**src/rtl/pci_cmdsts.sv**
```systemverilog
module pci_cmdsts #(
  parameter logic [15:0] CMD_WMASK = 16'h0147,
  parameter logic [15:0] STS_W1C   = 16'hF000
) (
  input  logic        clk,
  input  logic        hrst_n,
  input  logic        srst,
  input  logic        stop_bit,
  input  logic        cfg_sel,
  input  logic        cfg_wr,
  input  logic [3:0]  cfg_be,
  input  logic [31:0] cfg_wdata,
  output logic [31:0] cfg_rdata,
  input  logic        bus_master,
  input  logic        addr_phase,
  input  logic        data_phase,
  input  logic [3:0]  bus_cmd,
  input  logic        dev_sel,
  input  logic        irdy,
  input  logic        trdy,
  input  logic        par_err,
  input  logic        perr_in,
  input  logic        mst_abort,
  input  logic        tgt_abort,
  input  logic        io_hit,
  input  logic        mem_hit,
  input  logic        rom_hit,
  input  logic        rom_en,
  output logic        io_claim,
  output logic        mem_claim,
  output logic        rom_claim
);

  localparam logic [3:0] C_IO_WR   = 4'b0011;
  localparam logic [3:0] C_MEM_RD  = 4'b0110;
  localparam logic [3:0] C_MEM_WR  = 4'b0111;
  localparam logic [3:0] C_CFG_WR  = 4'b1011;
  localparam logic [3:0] C_MEM_RDM = 4'b1100;
  localparam logic [3:0] C_MEM_RDL = 4'b1110;
  localparam logic [3:0] C_MEM_WRI = 4'b1111;

  logic [15:0] cmd_q, sts_q;
  logic [15:0] cmd_bmask, sts_bmask, sts_clr, sts_set;
  logic        cmd_wr, is_mrd, is_mwr, is_swr;
  logic        addr_pe, slv_data_pe, mst_rd_pe, mst_wr_pe, pe_set, serr_set;

  assign cmd_wr    = cfg_wr & cfg_sel;
  assign cmd_bmask = {{8{cmd_wr & cfg_be[1]}}, {8{cmd_wr & cfg_be[0]}}};
  assign sts_bmask = {{8{cmd_wr & cfg_be[3]}}, {8{cmd_wr & cfg_be[2]}}};
  assign sts_clr   = cfg_wdata[31:16] & sts_bmask;

  assign is_mrd = (bus_cmd == C_MEM_RD) | (bus_cmd == C_MEM_RDM) | (bus_cmd == C_MEM_RDL);
  assign is_mwr = (bus_cmd == C_MEM_WR) | (bus_cmd == C_MEM_WRI);
  assign is_swr = is_mwr | (bus_cmd == C_IO_WR) | (bus_cmd == C_CFG_WR);

  assign addr_pe     = ~bus_master & addr_phase & par_err;
  assign slv_data_pe = ~bus_master & data_phase & dev_sel & irdy & trdy & is_swr & par_err;
  assign mst_rd_pe   =  bus_master & data_phase & is_mrd & par_err;
  assign mst_wr_pe   =  bus_master & data_phase & is_mwr & perr_in;
  assign pe_set      = addr_pe | slv_data_pe | mst_rd_pe | mst_wr_pe;
  assign serr_set    = addr_pe & cmd_q[8] & cmd_q[6];
  assign sts_set     = {pe_set, serr_set, mst_abort, tgt_abort, 12'h000};

  always_ff @(posedge clk or negedge hrst_n) begin
    if (!hrst_n) begin
      cmd_q <= '0;
      sts_q <= '0;
    end else begin
      cmd_q <= ((cmd_q & ~cmd_bmask) | (cfg_wdata[15:0] & cmd_bmask)) & CMD_WMASK;
      sts_q <= ((sts_q & ~sts_clr) | sts_set) & STS_W1C;
    end
  end

  assign cfg_rdata = {sts_q, cmd_q};
  assign io_claim  = io_hit  & cmd_q[0];
  assign mem_claim = mem_hit & cmd_q[1];
  assign rom_claim = rom_hit & rom_en & cmd_q[1];

  AST_IO_OFF_NO_CLAIM: assert property (@(posedge clk) disable iff (!hrst_n)
    $fell(cmd_q[0]) |-> !io_claim);

  AST_MEM_OFF_NO_CLAIM: assert property (@(posedge clk) disable iff (!hrst_n)
    $fell(cmd_q[1]) |-> (!mem_claim && !rom_claim));

  AST_SOFT_KEEPS_CMD: assert property (@(posedge clk) disable iff (!hrst_n)
    ((srst || stop_bit) && !(cmd_wr && (cfg_be[1] || cfg_be[0]))) |=> $stable(cmd_q));

  AST_SERR_NEEDS_ENABLES: assert property (@(posedge clk) disable iff (!hrst_n)
    $rose(sts_q[14]) |-> $past(cmd_q[8] && cmd_q[6] && addr_phase && par_err && !bus_master));

  AST_STS_STICKY: assert property (@(posedge clk) disable iff (!hrst_n)
    !(cmd_wr && cfg_be[3]) |=> ((sts_q & $past(sts_q)) == $past(sts_q)));

  AST_SET_BEATS_CLEAR: assert property (@(posedge clk) disable iff (!hrst_n)
    pe_set |=> sts_q[15]);

endmodule

```
**config.mk**
```make
export PLATFORM = sky130hd
export DESIGN_NAME = pci_cmdsts
export DESIGN_NICKNAME = d
export VERILOG_FILES = /design/src/rtl/pci_cmdsts.sv
export SDC_FILE = /design/constraint.sdc
export NUM_CORES = 1
export LEC_CHECK = 0
export CAP_MARGIN = 20
export CORE_MARGIN = 2
export CORE_UTILIZATION = 24
export CTS_BUF_LIST = sky130_fd_sc_hd__clkbuf_16
export DETAILED_ROUTE_END_ITERATION = 10
export PLACE_DENSITY = 0.86
export SLEW_MARGIN = 20
export SYNTH_ARGS = -nofsm -noshare
export SYNTH_HDL_FRONTEND = slang
export SYNTH_SLANG_ARGS = --single-unit
```
**constraint.sdc**
```tcl
create_clock -name clk -period 1.6 [get_ports clk]
set_input_delay 0.4 -clock clk [delete_from_list [all_inputs] [get_ports clk]]
set_output_delay 0.4 -clock clk [all_outputs]
set_load 0.05 [all_outputs]
```
==> results of run 1 <==
cells in the mapped netlist (2+ instances only):
library cell,number
nand2_1,4
a21o_1,2
buf_4,23
and2_1,2
mux2_1,4
dfrtp_1,9
nand3_1,4
area by class of cell:
cell class	count	area share [%]
repair buffers	45	47.3
multi-input cells	51	24.3
flip-flops and latches	9	18.6
clock buffers	3	6.19
well taps	30	3.10
clock inverters	1	0.310
inverters	1	0.310
kinds of logic (layout without fill, tap and decap cells):
group | Yosys count | in the layout | share of synthesized area, %
other | 1 | 23 | 0.619
AOI/OAI and AO/OA | 6 | 6 | 7.85
buffers and inverters | 24 | 50 | 29.1
and+or+nand+nor | 17 | 17 | 15.9
DFF | 9 | 9 | 37.2
muxes | 5 | 5 | 9.30
metal layers:
metal	global-route usage, %	up-vias	share of wire (%)
li1	-	262	-
met1	10.3	251	31
met2	23.1	36	57
met3	3.28	0	11
met4	3.75	0	0
met5	0	-	0
worst min path at each step:
stage                   start         to  slack, ns  cells past startpoint
floorplan              hrst_n  async pin       0.10                      0
global placement    sts_q[13]  sts_q[13]       0.53                      1
detailed placement  sts_q[13]  sts_q[13]       0.54                      1
CTS                    hrst_n  async pin       0.49                      1
global route           hrst_n  async pin       0.52                      1
finish                 hrst_n  async pin       0.47                      1
per-stage QoR:
stage / setup slack, ns / setup TNS [ns]
3_3_place_gp: 0.00105 / 0
6_report: 0.0145 / 0
3_5_place_dp: -0.0260 / -0.0260
4_1_cts: 0.00486 / 0
2_1_floorplan: 0.0321 / 0
5_1_grt: 0.00501 / 0
where the power goes:
group          total (W)  internal, W  switching (W)
clock           0.000431     0.000326       0.000104
sequential      0.000316     0.000267      0.0000491
combinational   0.000623     0.000278       0.000345
total            0.00137     0.000870       0.000498
repair_timing:
action,in CTS,in global routing
pin swaps,0,1
resized for setup,1,2
endpoints found under the setup margin,1,2
==> impl_summary.md, run 1 <==
CTS
The cell sitting at the root of the clock tree is a clkbuf_16. Once the clock tree was built, the setup fixing pass inserted 0 buffers. The number of hold-repair buffers added at the cts stage is 0.

Clock tree synthesis inserted a total of 3 buffers. After clock tree synthesis, the clock-pin slew on the worst setup and hold paths is 0.04 ns. No sink is reached through more buffers than the 2 on the longest clock path.

The number of clock sinks is 9. Clock latency on the worst-skew pair, taken at its later pin, is 0.23 ns. TritonCTS built the clock tree. The number of H-tree levels is 1.

Synthesis
The total number of yosys warnings is 0. The largest total area in the synthesized netlist belongs to dfrtp_1. For this run, the register share of the synthesized area comes to 37.2%. By area the synthesized netlist is led by dfrtp_1, buf_4, mux2_1, nand3_1, a21o_1. The number of enable-type register cells in the synthesized netlist is 0.

After synthesis the cells add up to 606 um^2. In this run, synthesis produced a sequential element count of 9. The share of flip-flops with an asynchronous set or reset after synthesis is 100%.

In this run the biggest area consumer among cell types represents 37.2% of the synthesized area. The number of library cell types mapped by synthesis is 21. After synthesis, the mean cell area works out to 9.77 um^2.

The most used flip-flop cell after synthesis is dfrtp_1. The gate count of the mapped netlist is 62.

Worst setup path
The worst register-to-register path has a setup slack of 0.74 ns. The worst path required time is 1.20 ns. Counting both buffers and inverters, the worst setup path holds a total of 2.

The longest individual stage delay on the worst path is 0.45 ns. The critical path crosses 3 cells after its start point. The gate family responsible for the most delay along the worst path is buffers and inverters. The category of the critical setup timing path is in -> out. The origin of the worst setup path is rom_en. The most critical setup path has its endpoint at rom_claim. The biggest fanout along the worst timing path is 1. The critical path capture point type is an output port. The worst-path cell with the longest stage delay is clkdlybuf4s50_1. The depth of the worst register-to-register path is 1. STA classifies the critical path startpoint as an input pin. The critical path goes through clkdlybuf4s50_1 -> and3_4 -> buf_12. STA puts the critical path data arrival time at 1.19 ns.

Final layout
The most common cell after layout, fill and taps aside is clkdlybuf4s50_1. The library cells used most frequently in the layout, excluding fill and tap cells, are clkdlybuf4s50_1, conb_1, buf_12. The count of antenna diodes in the layout is 0. The layout has 226 filler cells. Once layout is done, the placed cells without fillers occupy 1210 um^2. In the final layout, the multi-input gates occupy 294 um^2. The sequential cells in the finished layout cover a total of 225 um^2. The count of cells in the finished layout, fillers not included, comes to 140. The share of post-route cells with drive strength above 1 is 18.2%.

The area growth from synthesis to layout is 100%. The share of the core filled with cells is 49.8%. In the final design database the tool counted 171 nets.

STA
The clock tree skew after final layout is 0.0000870 ns. The number of failing hold endpoints at the final stage is 0. The max-slew violation count is 0. Setup repair after global routing left no endpoint under its margin. Hold timing on the final database bottoms out at a slack of 0.473 ns. Setup violations remaining at the end of the flow were counted as 0. In the finished design, the share of the clock period the worst path needs comes to 99.1%. Derived from the worst setup path, the maximum achievable clock frequency is 631 MHz. The minimum clock period is 1.59 ns.

Pwr
The worst-case IR drop observed on VDD is 0.000498 V. In this run the power density over the cells is 1130 nW/um^2. The total power consumption of the routed design is 0.00137 W. The leakage power summed over all cells is 0.544 nW.

Flow run
The max-cap violation count is 0.

Die
The area of the core region is 2430 um^2. The die outline area is 2940 um^2. The placement row count is 18. For this configuration, the core starts out at a cell density of 24.9%. The chip width is 54.2 um. In this run the count of I/O pins placed on the die edge is 95. From bottom edge to top edge, the die measures 54.2 um.

Hold path
The class of the tightest hold or removal check is in -> async.

Placed design
Including well taps, the total number of placed cells is 136. The number of buffers added on ports is 45. The total half-perimeter wirelength after legalization and detailed placement is 1.41 mm. The last weighted congestion value of the routability-driven placer is 0.722. The post-place instance area is 1120 um^2.

Detailed routing
Using the TritonRoute via totals, the vias-per-cell ratio works out to 3.92. In this run, the number of DRC markers left after iteration 0 of detailed routing was 2. Dividing the detail-routed wire length by the instance count gives 11.1 um. Summing over every cut layer, the via total after detailed routing is 549.

In the routed design, unresolved DRC markers number 0. For this run, the detailed router's first-pass iteration total came to 2. Once detail routing completed, the nets flagged for antenna violations numbered 0.

Wires add up to 1.55 mm.

GRT
Entering global routing, the biggest net connects 10 pins. Global routing used 11.3% of the available tracks. For this run the aggregate overflow at the end of global routing stands at 0. The number of global-route vias before repair is 522.

The initial antenna violation count was 0. The wire length of the first global-routing pass is 2.31 mm.

Outcome
The flow ran to the end, and the final reports show no timing, DRC or antenna violations.
Power figures use the tool's default switching activity.
==> inputs of run 2 (changes only) <==
--- a/config.mk
+++ b/config.mk
@@ -6,7 +6,7 @@
 export NUM_CORES = 1
 export LEC_CHECK = 0
 export CAP_MARGIN = 20
-export CORE_MARGIN = 2
+export CORE_MARGIN = 4
 export CORE_UTILIZATION = 24
 export CTS_BUF_LIST = sky130_fd_sc_hd__clkbuf_16
 export DETAILED_ROUTE_END_ITERATION = 10
==> run 2 against run 1 <==
Non-clock buffer count did not move; clock power decreased by 1%; first-iteration DRC count rose to 3.5 times the previous value; cell area is 0.21% lower; clock skew barely moved; global-route usage is 0.90 points lower; sequential share of layout area barely moved; critical path type unchanged; combinational power barely moved; worst hold slack worse by 0.00076 ns; critical endpoint is now mem_claim.
==> impl_summary.md, run 2 (synthesized netlist as in run 1, its figures left out) <==
Outcome
The flow ran to the end, and the final reports show no timing, DRC or antenna violations.

STA
Setup repair after global routing left no endpoint under its margin. The final setup violation count was 0 (unchanged). The number of failing hold endpoints at the final stage is 0 (unchanged). The minimum clock period is 1.55 ns (-0.0388 ns). The final critical-path share of the clock period was 96.7% (-2.4 points). The clock tree skew after final layout was 0.000310 ns (+0.000223 ns).

The peak clock frequency supported by timing is 647 MHz (+2.5%). The max-slew violation count is 0 (unchanged).

Detailed routing
The DRC violation count after routing was 0 (unchanged). The post-route antenna net violation count is 0 (unchanged). The number of iterations in the first detailed-routing pass is 2 (unchanged). The violation count after the first detailed-route iteration is 7 (+5). The sum of routed wire length over all layers is 1.77 mm (+14%).

The number of vias after detailed routing is 550 (+0.18%). The number of vias per cell after detailed routing is 3.99 (+1.6%). The detailed-route wire length per cell came to 12.8 um (+16%).

Pwr
The leakage power summed over all cells was 0.552 nW (+1.3%). The maximum VDD drop was 0.000444 V (-11%). The total power divided by cell area was 1130 nW/um^2 (-0.25%).

Final layout
The post-route cell area is 1210 um^2 (-0.21%). Leaving out fill and tap cells, the most frequent cells in the layout are clkdlybuf4s50_1, conb_1, buf_12. The count of antenna diodes in the layout is 0 (unchanged). The filler cell count is 203 (-10%).

The share of post-route cells with drive strength above 1 is 17.3% (-0.91 points). The net total in the final layout is 171 (unchanged). Compared with the post-synthesis result, the final layout area differs by 99.8%. The final standard cell count with taps included and fillers excluded came to 138 (-1.4%). Leaving out fill and tap cells, the most frequent cell in the layout is clkdlybuf4s50_1.

Die
The chip width came to 58.2 um (+7.4%). The floorplan die height is 58.2 um (+7.4%). The placement row count is 17 (-1). The area of the core region is 2300 um^2 (-5.6%). The effective utilization at floorplan was 26.4% (+1.5 points). The die outline area was 3390 um^2 (+15%). The top-level I/O count was 95 (unchanged).

GRT
The global-route usage over all layers was 10.4% (-0.90 points). The initial antenna violation count is 0 (unchanged). The number of global-route vias before repair is 589 (+13%).

The wire length of the first global-routing pass was 2.64 mm (+14%). The largest net degree at the start of global routing is 10 (unchanged). The total global routing overflow is 0 (unchanged).

Placed design
The number of cells in the design after placement is 134 (-1.5%). The total half-perimeter wirelength after legalization and detailed placement is 1.62 mm (+15%). The number of buffers added on ports came to 45 (unchanged). The post-place instance area is 1120 um^2 (-0.22%). The last weighted congestion value of the routability-driven placer is 0.768 (+6.3%).

CTS
The clock-pin slew on the worst setup and hold paths came to 0.04 ns (about the same). The number of hold-repair buffers added at the cts stage was 0 (unchanged). TritonCTS built the clock tree. The clock network latency to the later pin of the worst-skew pair came to 0.23 ns (about the same). The number of H-tree levels is 1 (unchanged). The number of buffers added by the clock tree synthesis step came to 3 (unchanged).

The number of clock sinks is 9 (unchanged). The number of buffers inserted by post-CTS setup repair was 0 (unchanged). The cell at the root of the clock tree is clkbuf_16. The largest buffer count on any clock path came to 2 (unchanged).

Worst setup path
The worst path required time is 1.20 ns (about the same). The startpoint class of the critical path is an input pin. The data arrival at the endpoint of the critical path is 1.15 ns (-0.04 ns). The critical path capture point type is an output port. Tracing the worst setup path back leads to its startpoint at mem_hit. The category of the critical setup timing path is in -> out. The biggest fanout along the worst timing path was 1 (unchanged).

Hold path
The class of the tightest hold or removal check is in -> async.

Flow run
The max-cap violation count is 0 (unchanged).
## run 2: path summary, 6_finish.rpt
kind	end	slack [ns]	cells past startpoint
min reg2reg	sts_q[13]	0.54	1
min in group clk	sts_q[13]	0.54	1
min	sts_q[13]	0.47	1
max reg2reg	register	0.74	1
max	mem_claim	0.05	3
max in group asynchronous	async pin	0.84	1
## run 2: power by group
group,switching (W),internal (W)
logic,0.000348,0.000275
registers,0.0000477,0.000267
clock network,0.0000998,0.000326
total,0.000495,0.000867
## run 2: stage by stage
step / hold slack [ns] / util [%] / setup TNS [ns] / setup WS (ns) / power [W]
finish: 0.472 / 52.7 / 0 / 0.0533 / 0.00136
floorplan: 0.104 / - / 0 / 0.0321 / 0.000662
global route: 0.506 / 52.7 / 0 / 0.0234 / 0.00141
detailed placement: 0.534 / 48.8 / -0.0221 / -0.0221 / 0.000943
CTS: 0.481 / 52.5 / 0 / 0.00364 / 0.00138
global placement: 0.529 / 48.8 / 0 / 0.00270 / 0.000934
## run 2: layout make-up
class | count | area [um^2] | area share (%)
repair buffers | 45 | 576 | 47.6
inverters | 1 | 3.75 | 0.310
multi-input cells | 51 | 292 | 24.1
well taps | 28 | 35.0 | 2.90
clock buffers | 3 | 75.1 | 6.20
clock inverters | 1 | 3.75 | 0.310
flip-flops and latches | 9 | 225 | 18.6
## run 2: what timing repair did
item / in CTS / in global routing
setup endpoints to repair: 1 / 1
gates resized for setup: 1 / 2
pin swaps: 0 / 1
hold endpoints to repair: 0 / 0
## run 2: layer usage
| layer | track usage (%) | up-vias | part of all wire (%) |
|---|---|---|---|
| li1 | - | 262 | - |
| met1 | 7.93 | 251 | 27 |
| met2 | 21.5 | 37 | 60 |
| met3 | 4.90 | 0 | 13 |
| met4 | 3.97 | 0 | 0 |
| met5 | 0 | - | 0 |
## run 2: critical path: stages
cell             delay [ns]
clkdlybuf4s50_1        0.44
and2_1                 0.16
buf_12                 0.14
==> inputs of run 3 (changes only) <==
--- a/config.mk
+++ b/config.mk
@@ -10,7 +10,7 @@
 export CORE_UTILIZATION = 24
 export CTS_BUF_LIST = sky130_fd_sc_hd__clkbuf_16
 export DETAILED_ROUTE_END_ITERATION = 10
-export PLACE_DENSITY = 0.86
+export PLACE_DENSITY = 0.95
 export SLEW_MARGIN = 20
 export SYNTH_ARGS = -nofsm -noshare
 export SYNTH_HDL_FRONTEND = slang
==> run 3 against run 2 <==
Wire length is 1.1% higher; first-iteration DRC count grew to 2.6 times the previous value; cell count is the same; critical path type unchanged; sequential cell count stayed put; worst hold slack worse by 0.010 ns; critical path depth stayed put; register-to-register slack barely moved; clock skew is essentially flat; setup slack got worse by 0.030 ns; utilization unchanged; non-clock buffer count unchanged.
==> impl_summary.md, run 3 (synthesized netlist as in run 1, its figures left out) <==
Outcome
The run finished with clean final reports.

Worst setup path
The signal on the critical path passes through clkdlybuf4s50_1 -> and2_1 -> buf_12. The worst setup path is launched from an input pin. STA classifies the critical path endpoint as an output port.

The longest individual stage delay on the worst path is 0.46 ns (+0.02 ns). The worst path required time is 1.20 ns (about the same). The data arrival at the endpoint of the critical path was 1.18 ns (+0.03 ns).

The depth of the worst register-to-register path is 1 (unchanged). The biggest fanout along the worst timing path is 1 (unchanged). The category of the critical setup timing path is in -> out.

The worst-path cell with the longest stage delay is clkdlybuf4s50_1. The reg-to-reg setup timing slack is 0.74 ns (about the same).

Die
The die outline area is 3390 um^2 (unchanged). The chip width came to 58.2 um (unchanged). The effective utilization at floorplan is 26.4% (unchanged). The area of the core region is 2300 um^2 (unchanged). The placement row count is 17 (unchanged).

The top-level I/O count came to 95 (unchanged). The floorplan die height is 58.2 um (unchanged).

Final layout
The area growth from synthesis to layout is 99.8% (unchanged). The share of post-route cells with drive strength above 1 is 17.3% (unchanged). The library cell used most frequently in the layout, excluding fill and tap cells, is clkdlybuf4s50_1. In the layout the commonest cells are clkdlybuf4s50_1, conb_1, buf_12. The net total in the final layout is 171 (unchanged).

The count of antenna diodes in the layout came to 0 (unchanged).

CTS
The number of buffers added by the clock tree synthesis step came to 3 (unchanged). The number of clock sinks is 9 (unchanged). TritonCTS built the clock tree.

The number of hold-repair buffers added at the cts stage is 0 (unchanged). The cell at the root of the clock tree is clkbuf_16. The number of H-tree levels came to 1 (unchanged). The largest buffer count on any clock path is 2 (unchanged). The clock network latency to the later pin of the worst-skew pair was 0.23 ns (about the same). The clock-pin slew on the worst setup and hold paths is 0.04 ns (about the same).

STA
Setup repair after global routing left no endpoint under its margin. The accumulated negative setup slack is 0 ns (unchanged). The minimum clock period was 1.58 ns (+0.0302 ns).

The peak clock frequency supported by timing is 634 MHz (-1.9%). The number of failing hold endpoints at the final stage is 0 (unchanged). The final critical-path setup slack came to 0.0231 ns (-0.0302 ns). The clock tree skew after final layout is 0.000110 ns (-0.000199 ns). The final critical-path share of the clock period is 98.6% (+1.9 points). The max-slew violation count was 0 (unchanged). The final setup violation count is 0 (unchanged).

Pwr
The internal power came to 0.000867 W (about the same). The maximum VDD drop is 0.000553 V (+24%). The total power divided by cell area was 1130 nW/um^2 (+0.34%). The leakage power summed over all cells came to 0.552 nW (unchanged). The sequential cell fraction of total power is 23.1% (about the same). The reported net switching power is 0.000500 W (+0.93%).

The share of power burned in the clock network is 31.3% (about the same). The combinational share of power is 45.7% (about the same). The switching share of power is 36.6% (+0.21 points).

Detailed routing
The violation count after the first detailed-route iteration is 18 (+11). The number of iterations in the first detailed-routing pass is 2 (unchanged). The number of vias after detailed routing is 557 (+1.3%). The post-route antenna net violation count is 0 (unchanged). The sum of routed wire length over all layers is 1.79 mm (+1.1%). The detailed-route wire length per cell was 13.0 um (+1.1%). The number of vias per cell after detailed routing was 4.04 (+1.3%).

The DRC violation count after routing was 0 (unchanged).

Placed design
The last weighted congestion value of the routability-driven placer is 0.772 (+0.56%). The setup slack at placement is -0.0100 ns (+0.0121 ns). The number of buffers added on ports is 45 (unchanged). The total half-perimeter wirelength after legalization and detailed placement is 1.63 mm (+1.0%).

GRT
The number of global-route vias before repair came to 574 (-2.5%). The global-route usage over all layers is 10.2% (-0.18 points). The largest net degree at the start of global routing was 10 (unchanged). The wire length of the first global-routing pass is 2.66 mm (+0.80%).

The initial antenna violation count is 0 (unchanged). The total global routing overflow is 0 (unchanged).

Flow run
The max-cap violation count is 0 (unchanged).

Hold path
The class of the tightest hold or removal check is in -> async.
==> run 3: cell counts in the layout (fill, tap and decap cells not counted) <==
No cell type changed its count.
==> run 3: worst max-delay path by stage <==
| stage | startpoint | end | cells after the start |
|---|---|---|---|
| finish | mem_hit | mem_claim | 3 |
| global route | io_hit | io_claim | 3 |
| CTS | rom_en | rom_claim | 3 |
| detailed placement | rom_en | rom_claim | 3 |
| global placement | rom_hit | rom_claim | 3 |
| floorplan | register | rom_claim | 1 |
==> run 3: cell type report <==
class	count	area, um^2
fill	203	1090
timing repair buffer	45	576
multi-input combinational	51	292
sequential	9	225
clock buffer	3	75.1
tap	28	35.0
clock inverter	1	3.75
inverter	1	3.75
==> run 3: per-layer routing <==
metal	up-vias	wire length [um]	track usage, %
met4	0	0	0.993
met1	258	504	9.01
met3	0	215	4.45
li1	262	-	-
met2	37	1070	21.3
met5	-	0	0
==> run 3: per-stage QoR <==
step | hold slack (ns) | util [%] | total power [W] | cell area (um^2) | std cells
detailed placement | 0.544 | 48.8 | 0.000945 | 1120 | 134
finish | 0.462 | 52.7 | 0.00137 | 1210 | 138
global placement | 0.530 | 48.8 | 0.000932 | 1120 | 134
CTS | 0.479 | 52.5 | 0.00138 | 1200 | 138
floorplan | 0.104 | - | 0.000662 | 688 | 84
global route | 0.493 | 52.7 | 0.00141 | 1210 | 138
==> run 3: timing repair <==
action                     in CTS  in global routing
setup endpoints to repair       1                  1
resized for setup               1                  2
pin swaps                       0                  1
buffers inserted                0                  0
==> run 3: worst max-delay path, delay by kind of cell <==
kind	cells	cell delay, ns
and+or+nand+nor	1	0.17
buffers and inverters	2	0.61
==> run 3: power groups by stage <==
stage / combinational [W] / sequential (W) / clock, W
after global placement: 0.000618 / 0.000315 / 0
final: 0.000624 / 0.000316 / 0.000427
after global routing: 0.000644 / 0.000323 / 0.000446
after CTS: 0.000629 / 0.000318 / 0.000434
after floorplan: 0.000237 / 0.000425 / 0
after detailed placement: 0.000626 / 0.000319 / 0
